==> config.mk <==
export PLATFORM = sky130hd
export DESIGN_NAME = cmd_seq
export DESIGN_NICKNAME = d
export VERILOG_FILES = /design/src/rtl/cmd_seq_pkg.sv /design/src/rtl/cmd_seq_ctrl.sv /design/src/rtl/cmd_seq_data.sv /design/src/rtl/cmd_seq.sv
export SDC_FILE = /design/constraint.sdc
export NUM_CORES = 1
export LEC_CHECK = 0
export BUFFER_PORTS_ARGS = -buffer_cell sky130_fd_sc_hd__buf_2
export CAP_MARGIN = 10
export CORE_MARGIN = 2
export CORE_UTILIZATION = 50
export DETAILED_ROUTE_END_ITERATION = 10
export PLACE_DENSITY = 0.77
export SYNTH_ARGS = -nofsm -noshare
export SYNTH_HDL_FRONTEND = slang
export SYNTH_HIERARCHICAL = 1
export SYNTH_SLANG_ARGS = --single-unit
==> constraint.sdc <==
create_clock -name clk -period 5.6 [get_ports clk]
set_input_delay 1.12 -clock clk [delete_from_list [all_inputs] [get_ports clk]]
set_output_delay 1.12 -clock clk [all_outputs]
set_load 0.05 [all_outputs]
==> src/rtl/cmd_seq_pkg.sv <==
package cmd_seq_pkg;
  localparam int WORD_W     = 32;
  localparam int RING_WORDS = 12;
  localparam int BUF_DEPTH  = RING_WORDS;
  localparam int CNT_W      = $clog2(BUF_DEPTH + 1);
  localparam int OP_W       = 4;

  typedef enum logic [OP_W-1:0] {
    OP_UNKNOWN  = 4'd0,
    OP_CONFIG   = 4'd1,
    OP_ISSUE    = 4'd2,
    OP_UNPLUG   = 4'd3,
    OP_RINGS    = 4'd4,
    OP_DEV_RST  = 4'd5,
    OP_BUS_RST  = 4'd6,
    OP_MSG_RING = 4'd7,
    OP_ADP_RST  = 4'd8,
    OP_ABORT    = 4'd9,
    OP_LAST     = 4'd10
  } opcode_e;

  localparam logic [WORD_W-1:0] ST_OK    = '0;
  localparam logic [WORD_W-1:0] ST_FAIL  = WORD_W'(1);
  localparam logic [WORD_W-1:0] ST_SHORT = '1;

  typedef struct packed {
    logic             pend;   // opcode accepted, awaiting data
    logic             store;  // write data word into buffer slot idx
    logic [CNT_W-1:0] idx;
    logic             fire;   // execute now
    opcode_e          op;
    logic [CNT_W-1:0] count;  // words collected at fire
    logic             ovf;    // data word met a full buffer
  } strobe_t;

  function automatic opcode_e decode_op(logic [WORD_W-1:0] v);
    if (v > 0 && v < WORD_W'(OP_LAST)) return opcode_e'(v[OP_W-1:0]);
    return OP_UNKNOWN;
  endfunction

  function automatic logic [CNT_W-1:0] need_words(opcode_e op);
    case (op)
      OP_CONFIG:   return CNT_W'(6);
      OP_RINGS:    return CNT_W'(RING_WORDS);
      OP_DEV_RST:  return CNT_W'(3);
      OP_MSG_RING: return CNT_W'(4);
      OP_ABORT:    return CNT_W'(4);
      default:     return '0;
    endcase
  endfunction

  function automatic logic [WORD_W-1:0] result_of(opcode_e op);
    case (op)
      OP_UNKNOWN, OP_CONFIG, OP_ISSUE, OP_UNPLUG: return ST_FAIL;
      default:                                    return ST_OK;
    endcase
  endfunction
endpackage

==> src/rtl/cmd_seq_ctrl.sv <==
module cmd_seq_ctrl
  import cmd_seq_pkg::*;
#(
  parameter int WordW = WORD_W
) (
  input  logic             clk,
  input  logic             rstN,
  input  logic             wrCmd,
  input  logic             wrDat,
  input  logic [WordW-1:0] wrData,
  output strobe_t          strb
);
  opcode_e          curOp;
  logic [CNT_W-1:0] cnt;
  opcode_e          newOp;
  logic             bufFull;
  logic [CNT_W:0]   cntNext;

  assign newOp   = decode_op(WORD_W'(wrData));
  assign bufFull = (cnt == CNT_W'(BUF_DEPTH));
  assign cntNext = {1'b0, cnt} + 1'b1;

  always_comb begin
    strb = '0;
    strb.op = OP_UNKNOWN;
    if (wrCmd) begin
      if (need_words(newOp) == '0) begin
        strb.fire = 1'b1;
        strb.op   = newOp;
      end else begin
        strb.pend = 1'b1;
      end
    end else if (wrDat) begin
      if (bufFull) begin
        strb.ovf = 1'b1;
      end else begin
        strb.store = 1'b1;
        strb.idx   = cnt;
        if (cntNext >= {1'b0, need_words(curOp)}) begin
          strb.fire  = 1'b1;
          strb.op    = curOp;
          strb.count = cntNext[CNT_W-1:0];
        end
      end
    end
  end

  always_ff @(posedge clk) begin
    if (!rstN) begin
      curOp <= OP_UNKNOWN;
      cnt   <= '0;
    end else if (wrCmd) begin
      curOp <= strb.fire ? OP_UNKNOWN : newOp;
      cnt   <= '0;
    end else if (wrDat && !bufFull) begin
      if (strb.fire) begin
        curOp <= OP_UNKNOWN;
        cnt   <= '0;
      end else begin
        cnt <= cntNext[CNT_W-1:0];
      end
    end
  end

  // collection never reaches a full buffer
  a_r11_no_overflow: assert property (@(posedge clk) disable iff (!rstN)
    cnt < CNT_W'(BUF_DEPTH));

  // after an execution the sequencer is idle on the unknown opcode
  a_r8_idle_after_fire: assert property (@(posedge clk) disable iff (!rstN)
    strb.fire |=> (curOp == OP_UNKNOWN && cnt == '0));
endmodule

==> src/rtl/cmd_seq_data.sv <==
module cmd_seq_data
  import cmd_seq_pkg::*;
#(
  parameter int WordW = WORD_W
) (
  input  logic                       clk,
  input  logic                       rstN,
  input  logic [WordW-1:0]           wrData,
  input  strobe_t                    strb,
  output logic [WordW-1:0]           cmdStatus,
  output logic                       execValid,
  output logic [OP_W-1:0]            execOp,
  output logic [BUF_DEPTH*WordW-1:0] execWords,
  output logic [CNT_W-1:0]           execCount,
  output logic                       overflow
);
  logic [WordW-1:0] wordBuf [BUF_DEPTH];

  for (genvar g = 0; g < BUF_DEPTH; g++) begin : g_slot
    always_ff @(posedge clk) begin
      if (!rstN) wordBuf[g] <= '0;
      else if (strb.store && strb.idx == CNT_W'(g)) wordBuf[g] <= wrData;
    end
    assign execWords[g*WordW +: WordW] = wordBuf[g];
  end

  always_ff @(posedge clk) begin
    if (!rstN) begin
      cmdStatus <= WordW'(ST_OK);
      execValid <= 1'b0;
      execOp    <= '0;
      execCount <= '0;
      overflow  <= 1'b0;
    end else begin
      execValid <= strb.fire;
      overflow  <= overflow | strb.ovf;
      if (strb.fire) begin
        cmdStatus <= WordW'(result_of(strb.op));
        execOp    <= strb.op;
        execCount <= strb.count;
      end else if (strb.pend) begin
        cmdStatus <= WordW'(ST_SHORT);
      end
    end
  end

  // failing handlers report status 1
  a_r7_fail_codes: assert property (@(posedge clk) disable iff (!rstN)
    (execValid && execOp <= OP_W'(3)) |-> cmdStatus == WordW'(ST_FAIL));
endmodule

==> src/rtl/cmd_seq.sv <==
module cmd_seq
  import cmd_seq_pkg::*;
#(
  parameter int WordW = WORD_W
) (
  input  logic                       clk,
  input  logic                       rstN,
  input  logic                       wrCmd,
  input  logic                       wrDat,
  input  logic [WordW-1:0]           wrData,
  output logic [WordW-1:0]           cmdStatus,
  output logic                       execValid,
  output logic [OP_W-1:0]            execOp,
  output logic [BUF_DEPTH*WordW-1:0] execWords,
  output logic [CNT_W-1:0]           execCount,
  output logic                       overflow
);
  strobe_t strb;

  cmd_seq_ctrl #(.WordW(WordW)) i_ctrl (
    .clk(clk), .rstN(rstN), .wrCmd(wrCmd), .wrDat(wrDat),
    .wrData(wrData), .strb(strb)
  );

  cmd_seq_data #(.WordW(WordW)) i_data (
    .clk(clk), .rstN(rstN), .wrData(wrData), .strb(strb),
    .cmdStatus(cmdStatus), .execValid(execValid), .execOp(execOp),
    .execWords(execWords), .execCount(execCount), .overflow(overflow)
  );

  // an execution strobe follows a register write
  a_r10_strobe_cause: assert property (@(posedge clk) disable iff (!rstN)
    execValid |-> $past(wrCmd || wrDat));

  // only opcodes below 10 ever execute
  a_r2_op_range: assert property (@(posedge clk) disable iff (!rstN)
    execValid |-> execOp < OP_W'(OP_LAST));

  // a data-carrying opcode write reports not enough data
  a_r3_short_status: assert property (@(posedge clk) disable iff (!rstN)
    (wrCmd && need_words(decode_op(WORD_W'(wrData))) != '0)
      |=> (cmdStatus == WordW'(ST_SHORT) && !execValid));
endmodule

==> flow_results.org, run 1 <==
** STA
- Counting I/O delays and the setup requirement, the final critical path takes 3.84 ns.
- Total negative slack :: 0 ns
- Max-slew violation count :: 0
- In this run the tightest slew margin relative to its limit is 0.151.
- Actual transition at the worst max-transition pin :: 1.27 ns
- Fmax achieved :: 261 MHz
- Setup repair after global routing left no endpoint under its margin.
- The hold violation total from the final report came to 0.
- Dividing the final minimum period by the clock period gives 0.685.
- Final clock skew :: 0.0138 ns
- Setup violations remaining at the end of the flow were counted as 0.

** Drt
- Antenna violation net count after detailed routing :: 0
- Using the TritonRoute via totals, the vias-per-cell ratio works out to 5.85.
- Number of DRC violations after detailed-routing iteration 0 :: 1,329
- The routed layout has 11,617 vias.
- The first TritonRoute pass finished after 5 iterations.
- DR WL/cell :: ~25 um
- For this run, design rule violations remaining after detail routing come to 0.
- Wire length after detailed routing :: 48.9 mm

** Worst hold path
- Class of the worst hold path :: reg -> reg

** Final layout
- Antenna Cells :: 0
- Synthesis-to-layout area growth :: 22.9%
- In the final layout, the share of cells above drive strength 1 is 0.438.
- Number of non-filler instances in the completed layout :: 1,987
- At the end of the flow the core is filled with cells to 0.622.
- Counting the fill cells in the layout gives 2,500.
- For this run, the post-layout net count is between 1,500 and 2,000.

** Synthesis
- Number of distinct library cell variants in the gate-level netlist after synthesis :: 48
- Fraction of post-synthesis cell area in the top cell type by area :: 0.704
- Cell type with the largest total area after synthesis :: edfxtp_1
- Seq cells post-synth :: ~400
- Count of flip-flops with a built-in enable after synthesis :: 384
- When the netlist entered floorplanning its net count stood at roughly 1,200.
- Synth area leaders :: edfxtp_1, nor3_2, nor3_1, nor4_1, dfxtp_1
- For this run, the number of Yosys warnings is 6.
- Cell types with the highest counts after synthesis :: edfxtp_1, nor3_1, nor3_2
- Fraction of registers with async set/reset :: 0
- Dividing the synthesized area by the synthesized cell count gives between 10 and 15 um2.
- Synthesis produced 1,121 cells.
- Of the synthesized area, sequential elements account for 0.729.
- Combined area of all synthesized cells :: 16,400 um2
- In the synthesized netlist the dominant register cell turns out to be edfxtp_1.
- By instance count, the leading cell after synthesis is edfxtp_1.

** Clock network
- Hold buffer count at cts :: 0
- Buffer depth of the longest clock path :: 3
- Clock tree synthesis selected as its root buffer the cell clkbuf_16.
- Total CTS buffers :: 41
- The number of setup buffers added after CTS is 0.
- The clock net in this run drives a total of 404 sinks.
- The H-tree generated during clock tree synthesis spans 2 levels.
- TritonCTS clock tree :: built
- Insertion delay of the later-clocked pin in the worst-skew pair :: 0.54 ns
- After clock tree synthesis, the repair step resized 0 gates.
- After clock tree synthesis, the clock-pin slew on the worst setup and hold paths is ~0.060 ns.

** Critical path
- CP required :: a little under 6 ns
- STA classifies the critical path startpoint as a flop.
- WS Path Type :: reg -> reg
- In this run the worst path has a maximum fanout of 99.
- At the worst endpoint, the arrival time is 4.07 ns.
- STA classifies the critical path endpoint as a flop.

** Placed design
- In this run, placement finished with an instance count of 1,912.
- Estimated wirelength of the detail-placed design :: 31.8 mm
- Count of input and output buffers :: around 460
- Final weighted congestion in routability-driven placement :: 0.863

** Power and ir drop
- In this run the static leakage power is 7.55 nW.
- Total power density per cell area :: 338 nW/um2
- Maximum ir drop on the vdd rail :: 0.000225 V

** Global route
- Largest net degree at the start of global routing :: 100
- Wire length of the first global-routing pass :: 70.0 mm
- Global routing usage summed across all routing layers :: 0.279
- For this run the aggregate overflow at the end of global routing stands at 0.
- The via count of the first global-routing pass was 10,838.
- Initial antenna violation count :: 0

** Die
- Row generation in the floorplan step produced 66 rows.
- Core Box Area :: 32,400 um2
- The floorplan step set the die height to 185 um.
- From left edge to right edge, the die measures about 180 um.
- The die covers 34,200 um2.
- Total I/O pin count :: approximately 460
- Starting utilization of the core area :: 0.506

** Status
- Outcome :: finished clean

** Run
- Max-cap violation count :: 0
sequential cells by signal, summed over array words and instances (netlist names):
name,flops
i_data/cmdStatus,2
i_data/execCount,4
i_data/execOp,4
i_data/wordBuf,384
i_data/overflow,1
i_ctrl/cnt,4
i_data/execValid,1
i_ctrl/curOp,4
layer usage:
metal	vias up	wire, um	global-route usage	part of all wire
li1	5015	-	-	-
met2	774	23900	0.458	0.49
met3	122	4900	0.0556	0.10
met1	5706	18100	0.365	0.37
met4	0	2060	0.117	0.042
met5	-	0	0	0
critical path, cell delays in order, from the launching register on:
cell	delay [ns]
dfxtp_1	0.46
inv_1	0.11
ha_1	0.25
and3_2	0.25
nor3_2	0.41
buf_4	0.83
or3b_4	1.01
nor3_1	0.13
cell usage in the layout, fill, tap and decap left out, types with 2 or more instances in the layout:
cell         n
clkbuf_16   42
bufinv_16    2
or3b_4       2
nand3_4      2
nand2b_1     4
clkinv_2     3
o21ai_2      2
a31oi_1      2
nor2_1       7
nand3b_1     6
a21oi_1      5
o21ai_0      3
buf_4       17
clkinv_1    40
and2_2       3
and3_1       2
nand4_1      3
nor3_2     115
buf_2      461
and3_2       3
nor3_1     208
clkbuf_1    16
a22o_2       3
edfxtp_1   384
mux2i_1      8
xnor2_1      2
dfxtp_1     20
o21ai_4     10
inv_1        7
nand3_1      2
ha_1         6
and2_1       3
nor4_1      72
nor2b_1     11
a22o_1       3
nand2_1     43
buf_12       2
worst paths after layout:
path                                         endpoint  cells past startpoint  slack (ns)                       start
setup / recovery  i_data/wordBuf[2][24]$_SDFFCE_PN0P_                      7        1.76  i_ctrl/cnt[0]$_SDFFE_PP0P_
hold / removal             i_data/overflow$_SDFF_PN0_                      1        0.46  i_data/overflow$_SDFF_PN0_
hold reg to reg            i_data/overflow$_SDFF_PN0_                      1        0.46  i_data/overflow$_SDFF_PN0_
setup reg to reg  i_data/wordBuf[2][24]$_SDFFCE_PN0P_                      7        1.76  i_ctrl/cnt[0]$_SDFFE_PP0P_
cells by family (layout without fill, tap and decap cells):
family          Yosys count  after routing  share of synthesized area
mux                       8              8                    0.00489
flops                   404            404                      0.729
xor+xnor                  3              3                    0.00160
fa+ha+maj                 7              7                    0.00520
buf+inv                 169            593                     0.0513
compound gates           35             35                     0.0143
simple gates            495            495                      0.194
power breakdown:
group / internal, mW / switching [mW] / total (mW) / leakage, nW
registers: 3.40 / 0.0386 / 3.44 / 4.14
clock network: 1.49 / 1.11 / 2.60 / 0.613
logic: 0.108 / 0.651 / 0.759 / 2.80
through the flow:
step / instance area (um2) / setup slack, ns / hold slack [ns] / power [mW]
floorplan: 16400 / 0.665 / 0.462 / 4.04
detailed placement: 18800 / 1.46 / 0.439 / 4.26
finish: 20100 / 1.76 / 0.456 / 6.81
global route: 20100 / 1.50 / 0.466 / 6.99
global placement: 18800 / 1.59 / 0.438 / 4.26
CTS: 20100 / 1.82 / 0.455 / 6.83
cell type report:
cell class	count	area (um2)	area share
multi-input combinational	548	3750	0.186
inverter	39	146	0.00727
timing repair buffer	480	2470	0.123
sequential	404	11900	0.593
tap	442	553	0.0275
clock buffer	59	1120	0.0559
clock inverter	15	141	0.00703
No activity file was read; power rests on OpenSTA's default activity.
==> inputs of run 2 (changes only) <==
==> constraint.sdc (replaced) <==
create_clock -name clk -period 3.69 [get_ports clk]
set_input_delay 0.738 -clock clk [delete_from_list [all_inputs] [get_ports clk]]
set_output_delay 0.738 -clock clk [all_outputs]
set_load 0.05 [all_outputs]
==> flow_results.org, run 2 (synthesis gave the netlist of run 1 again) <==
** Status
- Outcome :: finished clean

** Global route
- The via count of the first global-routing pass was 10,693.
- For this run the aggregate overflow at the end of global routing stands at 0.
- The initial antenna violation count is 0.
- Wire length of the first global-routing pass :: ~70 mm
- Global routing usage summed across all routing layers :: 0.275
- Entering global routing, the biggest net connects around 130 pins.

** STA
- For the pin with the worst max-slew slack, the measured transition is 1.09 ns.
- Hold violation total from the final report :: 0
- The number of max-slew violations in the final report came to 0.
- Setup violations remaining at the end of the flow were counted as 0.
- Share of the clock period used by the worst path :: 0.826
- For this run, the top clock speed supported by timing is 328 MHz.
- Headroom to the max-slew limit came out at 0.266.
- For the final database, setup skew stands at around 0.015 ns.
- Worst hold margin :: 0.453 ns
- Final critical-path setup slack :: 0.642 ns
- Shortest clock period the worst path allows after layout :: 3.05 ns
- Total negative slack :: 0 ns
- Setup repair after global routing left no endpoint under its margin.

** Worst hold path
- Class of the worst hold path :: reg -> reg
- Depth of the worst hold-timing path :: 1

** Final layout
- Synthesis-to-layout area growth :: 24.0%
- Top register by number of flip-flops :: i_data/wordBuf
- Number of flip-flops in the largest register :: roughly 380
- After routing the design area is 20,300 um2.
- Antenna Cells :: 0
- Registers take 11,900 um2.
- Commonest non-fill, non-tap cell in the layout :: buf_2
- In the final layout, the share of cells above drive strength 1 is 0.445.
- Area of combinational cells with multiple inputs :: 3750 um2
- The layout has 2,437 filler cells.
- After the last flow step, the layout net total stands at between 1,500 and 2,000.
- Most frequent cells in the layout :: buf_2, edfxtp_1, nor3_1

** Drt
- For this block, the routed nets add up to just under 50 mm of wire.
- For this block, the initial DRC count from the detailed router was roughly 1,100.
- After detailed routing, the number of remaining DRC violations is 0.
- Using the TritonRoute via totals, the vias-per-cell ratio works out to 5.77.
- DR WL/cell :: 24.3 um
- For this block, the via count after detailed routing is 11,531.
- The count of nets left with antenna violations once routing finished came out at 0.
- Detailed-routing iteration count for the pre-antenna-repair pass :: 5

** Critical path
- Counting buffers and inverters, the worst setup path is 8 cells deep.
- The worst register-to-register path has a depth of 8.
- On the critical path, the stage with the largest delay is an instance of nand2b_2.
- CP required :: around 3.9 ns
- Maximum fanout along the worst path :: 29
- Nature of the critical path endpoint :: flop
- The signal on the critical path passes through inv_1 -> ha_1 -> and3_2 -> nor3_1 -> buf_4 -> nand2b_2 -> buf_4 -> nor4_1.
- The worst setup path is launched from a flop.
- The cell that appears most often on the critical path is buf_4.
- Worst path max stage delay :: 0.55 ns
- At the worst endpoint, the arrival time is 3.30 ns.
- WS Path Type :: reg -> reg
- Crit path buffers/inverters :: 3
- Cell family contributing the most delay on the critical path :: simple AND/OR/NAND/NOR gates

** Run
- The tool flagged a number of max-cap violations equal to 0.

** Power and ir drop
- Power spread over the standard cell area amounts to 511 nW/um2.
- Flop pwr share :: 0.503
- IR analysis of the VDD net gives a maximum drop of 0.000304 V.
- Int Power :: 7.64 mW
- Part of the power in combinational logic :: 0.112
- Cell leakage power :: 7.65 nW
- Net Sw Frac :: 0.263
- Clock Power Share :: 0.384
- Reported net switching power :: 2.73 mW
- The completed layout was analyzed and its total power is 10.4 mW.

** Placed design
- Count of input and output buffers :: 461
- After detailed placement, the total cell area comes to about 19,000 um2.
- Before CTS, the worst setup slack after placement is 0.426 ns.
- Final weighted congestion in routability-driven placement :: 0.919
- Detailed placement ended at an HPWL of 32.1 mm.

** Die
- Horizontal die dimension :: around 180 um
- Total I/O pin count :: 462
- Standard-cell rows :: 66
- The core region is 32,400 um2.
- In this run the vertical extent of the chip is approximately 180 um.
- For this configuration, the core starts out at a cell density of 0.506.
- The die covers 34,200 um2.

** Clock network
- The clock drives 404 sinks.
- Clock tree synthesis selected as its root buffer the cell clkbuf_16.
- Post-cts sizing count :: 0
- Register clock-pin slew on the reported worst setup and hold paths :: 0.06 ns
- The later pin in the worst-skew pair is clocked with a latency of 0.54 ns.
- TritonCTS built the clock tree.
- Hold buffer count at cts :: 0
- The number of setup buffers added after CTS is 0.
- The H-tree generated during clock tree synthesis spans 2 levels.
- Counting along the longest clock path gives a buffer depth of 3.
- Total CTS buffers :: 41
==> run 2: final cells by class <==
type                    instances  area share
flip-flops and latches        404       0.587
clock inverters                22     0.00992
well taps                     442      0.0272
repair buffers                492       0.130
inverters                      39     0.00721
clock buffers                  51      0.0534
multi-input cells             548       0.185
==> run 2: path summary, 6_finish.rpt <==
kind	end	slack, ns	start
setup / recovery	i_data/wordBuf[1][24]$_SDFFCE_PN0P_	0.64	i_ctrl/cnt[0]$_SDFFE_PP0P_
hold / removal	i_data/overflow$_SDFF_PN0_	0.45	i_data/overflow$_SDFF_PN0_
setup reg to reg	i_data/wordBuf[1][24]$_SDFFCE_PN0P_	0.64	i_ctrl/cnt[0]$_SDFFE_PP0P_
hold reg to reg	i_data/overflow$_SDFF_PN0_	0.45	i_data/overflow$_SDFF_PN0_
==> run 2: stage by stage <==
| stage | util | instances |
|---|---|---|
| floorplan | - | 1121 |
| global placement | 0.588 | 1925 |
| detailed placement | 0.588 | 1925 |
| CTS | 0.627 | 1998 |
| global route | 0.627 | 1998 |
| finish | 0.627 | 1998 |
==> run 2: worst reg2reg max path: stages, from the launching register on <==
cell      delay [ns]
dfxtp_1         0.44
inv_1           0.11
ha_1            0.25
and3_2          0.26
nor3_1          0.44
buf_4           0.25
nand2b_2        0.55
buf_4           0.38
nor4_1          0.10
==> run 2: layer usage <==
metal / global-route usage / vias to the layer above / wire length, um
met4: 0.0984 / 0 / 1680
met3: 0.0551 / 93 / 4560
li1: - / 5035 / -
met1: 0.353 / 5647 / 17900
met5: 0 / - / 0
met2: 0.466 / 756 / 24400
==> run 2: power groups by stage <==
stage               clock network, mW  logic [mW]  registers, mW
CTS                              4.04        1.17           5.22
detailed placement                  0        1.17           5.31
floorplan                           0       0.224           5.90
global placement                    0        1.16           5.31
finish                           3.99        1.17           5.22
global route                     4.21        1.20           5.23
